===== src/rtl/tmr_pkg.sv =====
// Shared constants and control-register layout for the interval timer.
// Assumes a 32-bit data bus and byte offsets.
package tmr_pkg;
    localparam int DATA_W   = 32;
    localparam int PRE_W    = 3;                    // prescale exponent field width
    localparam int DIV_W    = (1 << PRE_W) - 1;     // prescaler counter width

    localparam int OFS_GIE  = 'h00;
    localparam int OFS_STAT = 'h04;
    localparam int OFS_CTRL = 'h10;
    localparam int OFS_IVAL = 'h14;
    localparam int OFS_CNT  = 'h18;

    // Bit order matters: bit 7 single-shot, [6:4] prescale, [3:2] source, 1 reload, 0 enable
    typedef struct packed {
        logic             oneshot;
        logic [PRE_W-1:0] presc;
        logic [1:0]       src;
        logic             reload;
        logic             en;
    } ctrl_t;
endpackage


===== src/rtl/tmr_regs.sv =====
// Register file: decodes writes, holds global enable, control and interval,
// and muxes read data. Assumes single-cycle write strobes.
module tmr_regs #(
    parameter int CNT_W  = 32,
    parameter int ADDR_W = 8
) (
    input  logic                       clk,
    input  logic                       rst_n,
    input  logic                       bus_wr,
    input  logic [ADDR_W-1:0]          bus_addr,
    input  logic [tmr_pkg::DATA_W-1:0] bus_wdata,
    output logic [tmr_pkg::DATA_W-1:0] bus_rdata,
    input  logic                       stop,
    input  logic                       pend_q,
    input  logic [CNT_W-1:0]           count_q,
    output logic                       gie_q,
    output tmr_pkg::ctrl_t             ctrl_q,
    output logic [CNT_W-1:0]           interval_q,
    output logic                       cnt_wr,
    output logic                       clr_req,
    output logic                       reload_req
);
    import tmr_pkg::*;

    logic wr_gie, wr_stat, wr_ctrl, wr_ival;

    // Address decode of write strobes
    always_comb begin
        wr_gie     = bus_wr && (bus_addr == ADDR_W'(OFS_GIE));
        wr_stat    = bus_wr && (bus_addr == ADDR_W'(OFS_STAT));
        wr_ctrl    = bus_wr && (bus_addr == ADDR_W'(OFS_CTRL));
        wr_ival    = bus_wr && (bus_addr == ADDR_W'(OFS_IVAL));
        cnt_wr     = bus_wr && (bus_addr == ADDR_W'(OFS_CNT));
        clr_req    = wr_stat && bus_wdata[0];
        reload_req = wr_ctrl && bus_wdata[1];
    end

    // Global interrupt enable bit
    always_ff @(posedge clk) begin
        if (!rst_n)      gie_q <= 1'b0;
        else if (wr_gie) gie_q <= bus_wdata[0];
    end

    // Control register; reload self-clears, single-shot expiry drops enable
    always_ff @(posedge clk) begin
        if (!rst_n) begin
            ctrl_q <= '0;
        end else if (wr_ctrl) begin
            ctrl_q <= ctrl_t'(bus_wdata[7:0]);
        end else begin
            ctrl_q.reload <= 1'b0;
            if (stop) ctrl_q.en <= 1'b0;
        end
    end

    // Interval register
    always_ff @(posedge clk) begin
        if (!rst_n)       interval_q <= '0;
        else if (wr_ival) interval_q <= bus_wdata[CNT_W-1:0];
    end

    // Read data mux; unmapped offsets read zero
    always_comb begin
        bus_rdata = '0;
        case (bus_addr)
            ADDR_W'(OFS_GIE):  bus_rdata = DATA_W'(gie_q);
            ADDR_W'(OFS_STAT): bus_rdata = DATA_W'(pend_q);
            ADDR_W'(OFS_CTRL): bus_rdata = DATA_W'(ctrl_q);
            ADDR_W'(OFS_IVAL): bus_rdata = DATA_W'(interval_q);
            ADDR_W'(OFS_CNT):  bus_rdata = DATA_W'(count_q);
            default:           bus_rdata = '0;
        endcase
    end
endmodule


===== src/rtl/tmr_prescale.sv =====
// Tick selector and power-of-two prescaler. One free-running counter is
// compared under a mask, so any exponent uses the same storage. Assumes
// the source select field is 2 bits wide and NSRC <= 4.
module tmr_prescale #(
    parameter int NSRC = 2
) (
    input  logic                      clk,
    input  logic                      rst_n,
    input  logic [NSRC-1:0]           src_tick,
    input  logic [1:0]                src_sel,
    input  logic [tmr_pkg::PRE_W-1:0] presc,
    input  logic                      run,
    input  logic                      restart,
    output logic                      ptick
);
    import tmr_pkg::*;

    logic             sel_tick;
    logic             at_wrap;
    logic [DIV_W-1:0] pcnt;
    logic [DIV_W-1:0] mask;

    // Pick the selected tick source; out-of-range selections give none
    always_comb begin
        sel_tick = 1'b0;
        for (int i = 0; i < NSRC; i++)
            if (src_sel == 2'(i)) sel_tick = src_tick[i];
    end

    // Wrap mask (2^presc - 1) and prescaled tick generation
    always_comb begin
        mask    = ~({DIV_W{1'b1}} << presc);
        at_wrap = run && sel_tick && ((pcnt & mask) == mask);
        ptick   = at_wrap && !restart;
    end

    // Prescaler counter: restarts on reload, holds while not running
    always_ff @(posedge clk) begin
        if (!rst_n)                pcnt <= '0;
        else if (restart)          pcnt <= '0;
        else if (run && sel_tick)  pcnt <= at_wrap ? '0 : pcnt + 1'b1;
    end
endmodule


===== src/rtl/tmr_count.sv =====
// Down counter with direct load, reload from interval and expiry detection.
// Assumes load and reload never occur in the same cycle (different offsets).
module tmr_count #(
    parameter int CNT_W = 32
) (
    input  logic             clk,
    input  logic             rst_n,
    input  logic             ptick,
    input  logic             oneshot,
    input  logic             load,
    input  logic [CNT_W-1:0] load_val,
    input  logic             reload,
    input  logic [CNT_W-1:0] interval,
    output logic [CNT_W-1:0] count_q,
    output logic             expire
);
    // Expiry: a tick while the count is at 1 or 0, unless software overrides it
    always_comb expire = ptick && (count_q <= CNT_W'(1)) && !load && !reload;

    // Count register update in priority order
    always_ff @(posedge clk) begin
        if (!rst_n)      count_q <= '0;
        else if (load)   count_q <= load_val;
        else if (reload) count_q <= interval;
        else if (expire) count_q <= oneshot ? '0 : interval;
        else if (ptick)  count_q <= count_q - 1'b1;
    end
endmodule


===== src/rtl/tmr_pend.sv =====
// Sticky pending flag with write-one-to-clear and gated interrupt output.
// Assumes set has priority over clear.
module tmr_pend (
    input  logic clk,
    input  logic rst_n,
    input  logic set,
    input  logic clr,
    input  logic gie,
    output logic pend_q,
    output logic irq
);
    // Pending flag: set wins over a simultaneous clear
    always_ff @(posedge clk) begin
        if (!rst_n) pend_q <= 1'b0;
        else        pend_q <= set || (pend_q && !clr);
    end

    // Interrupt qualified by the global enable
    always_comb irq = pend_q && gie;
endmodule


===== src/rtl/mmio_tick_timer.sv =====
// Top level of the single-channel interval timer. It wires the register
// file, the prescaler, the counter and the pending logic together.
// Assumes tick sources are clock enables synchronous to clk.
module mmio_tick_timer #(
    parameter int CNT_W  = 32,
    parameter int ADDR_W = 8,
    parameter int NSRC   = 2
) (
    input  logic              clk,
    input  logic              rst_n,
    input  logic              bus_wr,
    input  logic [ADDR_W-1:0] bus_addr,
    input  logic [31:0]       bus_wdata,
    output logic [31:0]       bus_rdata,
    input  logic [NSRC-1:0]   src_tick,
    output logic              irq
);
    import tmr_pkg::*;

    ctrl_t            ctrl_q;
    logic             gie_q, pend_q, cnt_wr, clr_req, reload_req;
    logic             ptick, expire, stop, en_q, oneshot_q;
    logic [CNT_W-1:0] interval_q, count_q;

    // Single-shot expiry request and flattened control bits
    always_comb begin
        stop      = expire && ctrl_q.oneshot;
        en_q      = ctrl_q.en;
        oneshot_q = ctrl_q.oneshot;
    end

    tmr_regs #(.CNT_W(CNT_W), .ADDR_W(ADDR_W)) u_regs (
        .clk(clk), .rst_n(rst_n), .bus_wr(bus_wr), .bus_addr(bus_addr),
        .bus_wdata(bus_wdata), .bus_rdata(bus_rdata), .stop(stop),
        .pend_q(pend_q), .count_q(count_q), .gie_q(gie_q), .ctrl_q(ctrl_q),
        .interval_q(interval_q), .cnt_wr(cnt_wr), .clr_req(clr_req),
        .reload_req(reload_req)
    );

    tmr_prescale #(.NSRC(NSRC)) u_pre (
        .clk(clk), .rst_n(rst_n), .src_tick(src_tick), .src_sel(ctrl_q.src),
        .presc(ctrl_q.presc), .run(en_q), .restart(reload_req), .ptick(ptick)
    );

    tmr_count #(.CNT_W(CNT_W)) u_cnt (
        .clk(clk), .rst_n(rst_n), .ptick(ptick), .oneshot(oneshot_q),
        .load(cnt_wr), .load_val(bus_wdata[CNT_W-1:0]), .reload(reload_req),
        .interval(interval_q), .count_q(count_q), .expire(expire)
    );

    tmr_pend u_pend (
        .clk(clk), .rst_n(rst_n), .set(expire), .clr(clr_req), .gie(gie_q),
        .pend_q(pend_q), .irq(irq)
    );
endmodule


===== config.mk =====
export PLATFORM = sky130hd
export DESIGN_NAME = mmio_tick_timer
export DESIGN_NICKNAME = d
export VERILOG_FILES = /design/src/rtl/tmr_pkg.sv /design/src/rtl/tmr_regs.sv /design/src/rtl/tmr_prescale.sv /design/src/rtl/tmr_count.sv /design/src/rtl/tmr_pend.sv /design/src/rtl/mmio_tick_timer.sv
export SDC_FILE = /design/constraint.sdc
export NUM_CORES = 1
export LEC_CHECK = 0
export BUFFER_PORTS_ARGS = -buffer_cell sky130_fd_sc_hd__buf_2
export CORE_MARGIN = 2
export CORE_UTILIZATION = 45
export DETAILED_ROUTE_END_ITERATION = 7
export MAX_ROUTING_LAYER = met4
export PLACE_DENSITY_LB_ADDON = 0.15
export SLEW_MARGIN = 0
export SYNTH_ARGS = -nofsm -noshare
export SYNTH_HDL_FRONTEND = slang
export SYNTH_SLANG_ARGS = --single-unit

===== constraint.sdc =====
create_clock -name clk -period 2.7 [get_ports clk]
set_clock_uncertainty 0.15 [all_clocks]
set_input_delay 0.135 -clock clk [delete_from_list [all_inputs] [get_ports clk]]
set_output_delay 0.135 -clock clk [all_outputs]
set_load 0.1 [all_outputs]

==> impl_metrics.yaml <==
synth:
  synth_edf_count: 0
  ys_async_sr_fraction: 0
  ys_types: 71
  synthCells: 687
  yosys_warnings: 0
  synthFlopType: "dfxtp_1"
  synthesis.nets: 735
  synth_seq_cells: 81
  seq_area_frac_synth: 0.3060
  synth_area_sq_um: 5299
  synth.avg_cell_area_sq_um: 7.713
sta:
  max_freq_ghz: 0.3730
  setup_viol: 0
  hold_viol_final: 0
  slew_headroom: 0.5736
  tightest_slew_ns: 0.6338
  fin_crit_sh: 0.9928
  finalCriticalPeriod_ns: 2.681
  slew_viol_final: 0
  rsz0062_at_grt: "no"
  holdWs_ns: 0.02488
  finalSetupTns_ns: 0
global_route:
  grt_antenna_before_repair: 0
  top_usage_layer: "met2"
  gr-total-overflow: 0
  grt_start_max_net_pins: 38
  grt_pass1_wl_um: 33180
  grt_pass1_vias: 6291
  met2_usage: 0.5651
  track_usage: 0.3416
  use_met3: 0.06965
  use_met1: 0.4169
worst_setup_path:
  cp.arrival_ns: 2.80
  startpoint_type: "flip-flop"
  worstPathMaxFanout: 7
  critical_path_class: "reg -> reg"
  crit_required_ns: 2.82
  crit_path_end_kind: "flip-flop"
routing:
  final_antenna_net_count: 0
  via_count: 6558
  vias_per_cell: 6.355
  totalWireLength_um: 21110
  drtIter0Drc: 717
  drt_pre_antenna_iters: 6
  wire_per_inst_um: 20.46
  remaining_drc_errors: 0
layout:
  syn_to_final_growth_pct: 48.90
  final_common_cell: "buf_4"
  drive_above_1_share: 0.2823
  final_cell_mix: "buf_4 (127), nand2_1 (103), dfxtp_1 (81)"
  final_core_util: 0.6881
  n_fill_cell: 969
  antennaDiodeCount: 0
  nets: 932
  design_area_sq_um: 7890
status:
  status: "finished clean"
power_and_ir_drop:
  p_total_mw: 3.059
  ir_worst_vdd_mv: 0.5608
  leakage_nw: 3.310
  powerDensity_nw_per_um2: 387.7
die:
  coreArea_sq_um: 11470
  initial_core_util: 0.4621
  io_pins: 78
  fp.dieW_um: 112.5
  die_h_um: 112.5
  num_rows: 39
  die_area_sq_um: 12660
placement:
  postPlaceCellArea_sq_um: 7097
  port_buffers: 77
  dpl.hpwl_um: 14640
  place.gp.congestion: 0.9250
clocking:
  cts.sinks: 81
  cts.reportedPaths.clkPinSlew_ns: 0.06
  clkLatencyLatePin_ns: 0.36
  htree_num_levels: 3
  cts_tree: "done"
  clock_path_buffers: 2
  root_buffer: "clkbuf_16"
  cts_made_buffers: 9
flow_run:
  drv_cap: 0
min_path:
  hold_path.class: "in -> reg"
-- final timing paths --
kind,startpoint,end,slack (ns),cells past startpoint
setup / recovery,u_cnt.count_q[26],u_cnt.count_q[28],0.02,10
setup reg to reg,u_cnt.count_q[26],u_cnt.count_q[28],0.02,10
hold / removal,bus_addr[4],u_regs.gie_q,0.02,4
hold reg to reg,u_regs.interval_q[31],u_regs.interval_q[31],0.33,2
-- kinds of logic after synthesis --
logic type,after synthesis,synth area share
AO/OA/AOI/OAI,226,0.3025
XOR/XNOR,24,0.03967
adder cells (fa/ha/maj),3,0.007085
buffers and inverters,69,0.05218
flip-flops,81,0.3060
multiplexers,10,0.01913
AND/OR/NAND/NOR,274,0.2734
-- worst max-delay path, stage by stage, from the launching register on --
cell,delay [ns]
dfxtp_1,0.31
buf_4,0.16
nor4_2,0.26
buf_4,0.16
nand4_1,0.14
buf_4,0.20
nor4_4,0.31
buf_4,0.20
and4_1,0.34
a221oi_2,0.12
o22ai_1,0.24
-- cells in the mapped netlist (7+ instances only) --
cell | number | share of area
nand2_1 | 103 | 0.073
dfxtp_1 | 81 | 0.31
a21oi_1 | 59 | 0.056
clkbuf_1 | 42 | 0.030
nor2_1 | 34 | 0.024
a22o_1 | 29 | 0.048
o21ai_0 | 27 | 0.026
nand3_1 | 26 | 0.025
nand4_1 | 20 | 0.024
nor3_1 | 18 | 0.017
a221oi_1 | 17 | 0.028
inv_1 | 17 | 0.012
a31oi_1 | 14 | 0.017
xor2_1 | 14 | 0.023
nor4_1 | 12 | 0.014
o211ai_1 | 11 | 0.016
a22oi_1 | 10 | 0.014
xnor2_1 | 10 | 0.017
mux2i_1 | 9 | 0.017
or3_1 | 9 | 0.011
a211oi_1 | 8 | 0.011
a222oi_1 | 8 | 0.015
nor2b_1 | 8 | 0.0094
and2_1 | 7 | 0.0083
and3_1 | 7 | 0.0083
buf_2 | 7 | 0.0066
o221ai_1 | 7 | 0.012
-- flip-flops by register name, summed over array words and instances (netlist names) --
name               cells
u_cnt.count_q         32
u_pre.pcnt             7
u_regs.interval_q     32
u_regs.gie_q           1
u_pend.pend_q          1
u_regs.ctrl_q          8
-- power by group --
| part | internal [mW] | switching [mW] |
|---|---|---|
| registers | 1.20 | 0.00204 |
| clock network | 1.05 | 0.535 |
| logic | 0.131 | 0.147 |
-- per-layer routing --
layer	wire length [um]	vias up
met3	1814	65
met5	0	-
li1	-	3012
met4	626	0
met2	10060	382
met1	8612	3099
-- metrics by stage --
stage	worst slack [ns]	instances
after floorplan	0.09351	687
after global placement	-0.4189	980
after detailed placement	-0.4491	980
after CTS	-0.001648	1028
after global routing	0.001298	1032
final	0.01934	1032
-- timing repair --
item,in CTS,in global routing
pin swaps,1,3
resized for setup,3,10
hold endpoints to repair,49,0
buffers inserted,1,4
endpoints found under the setup margin,17,12
hold buffers,31,0
-- area by class of cell --
class                      instances  area, sq um  share of cell area
multi-input combinational        537         3467              0.4394
tap                              143        178.9             0.02268
timing repair buffer             238         2181              0.2764
clock inverter                     5        125.1             0.01586
clock buffer                      11        252.7             0.03203
inverter                          17        63.81            0.008088
sequential                        81         1622              0.2055
Note: power is estimated with default switching activity, not from simulation.
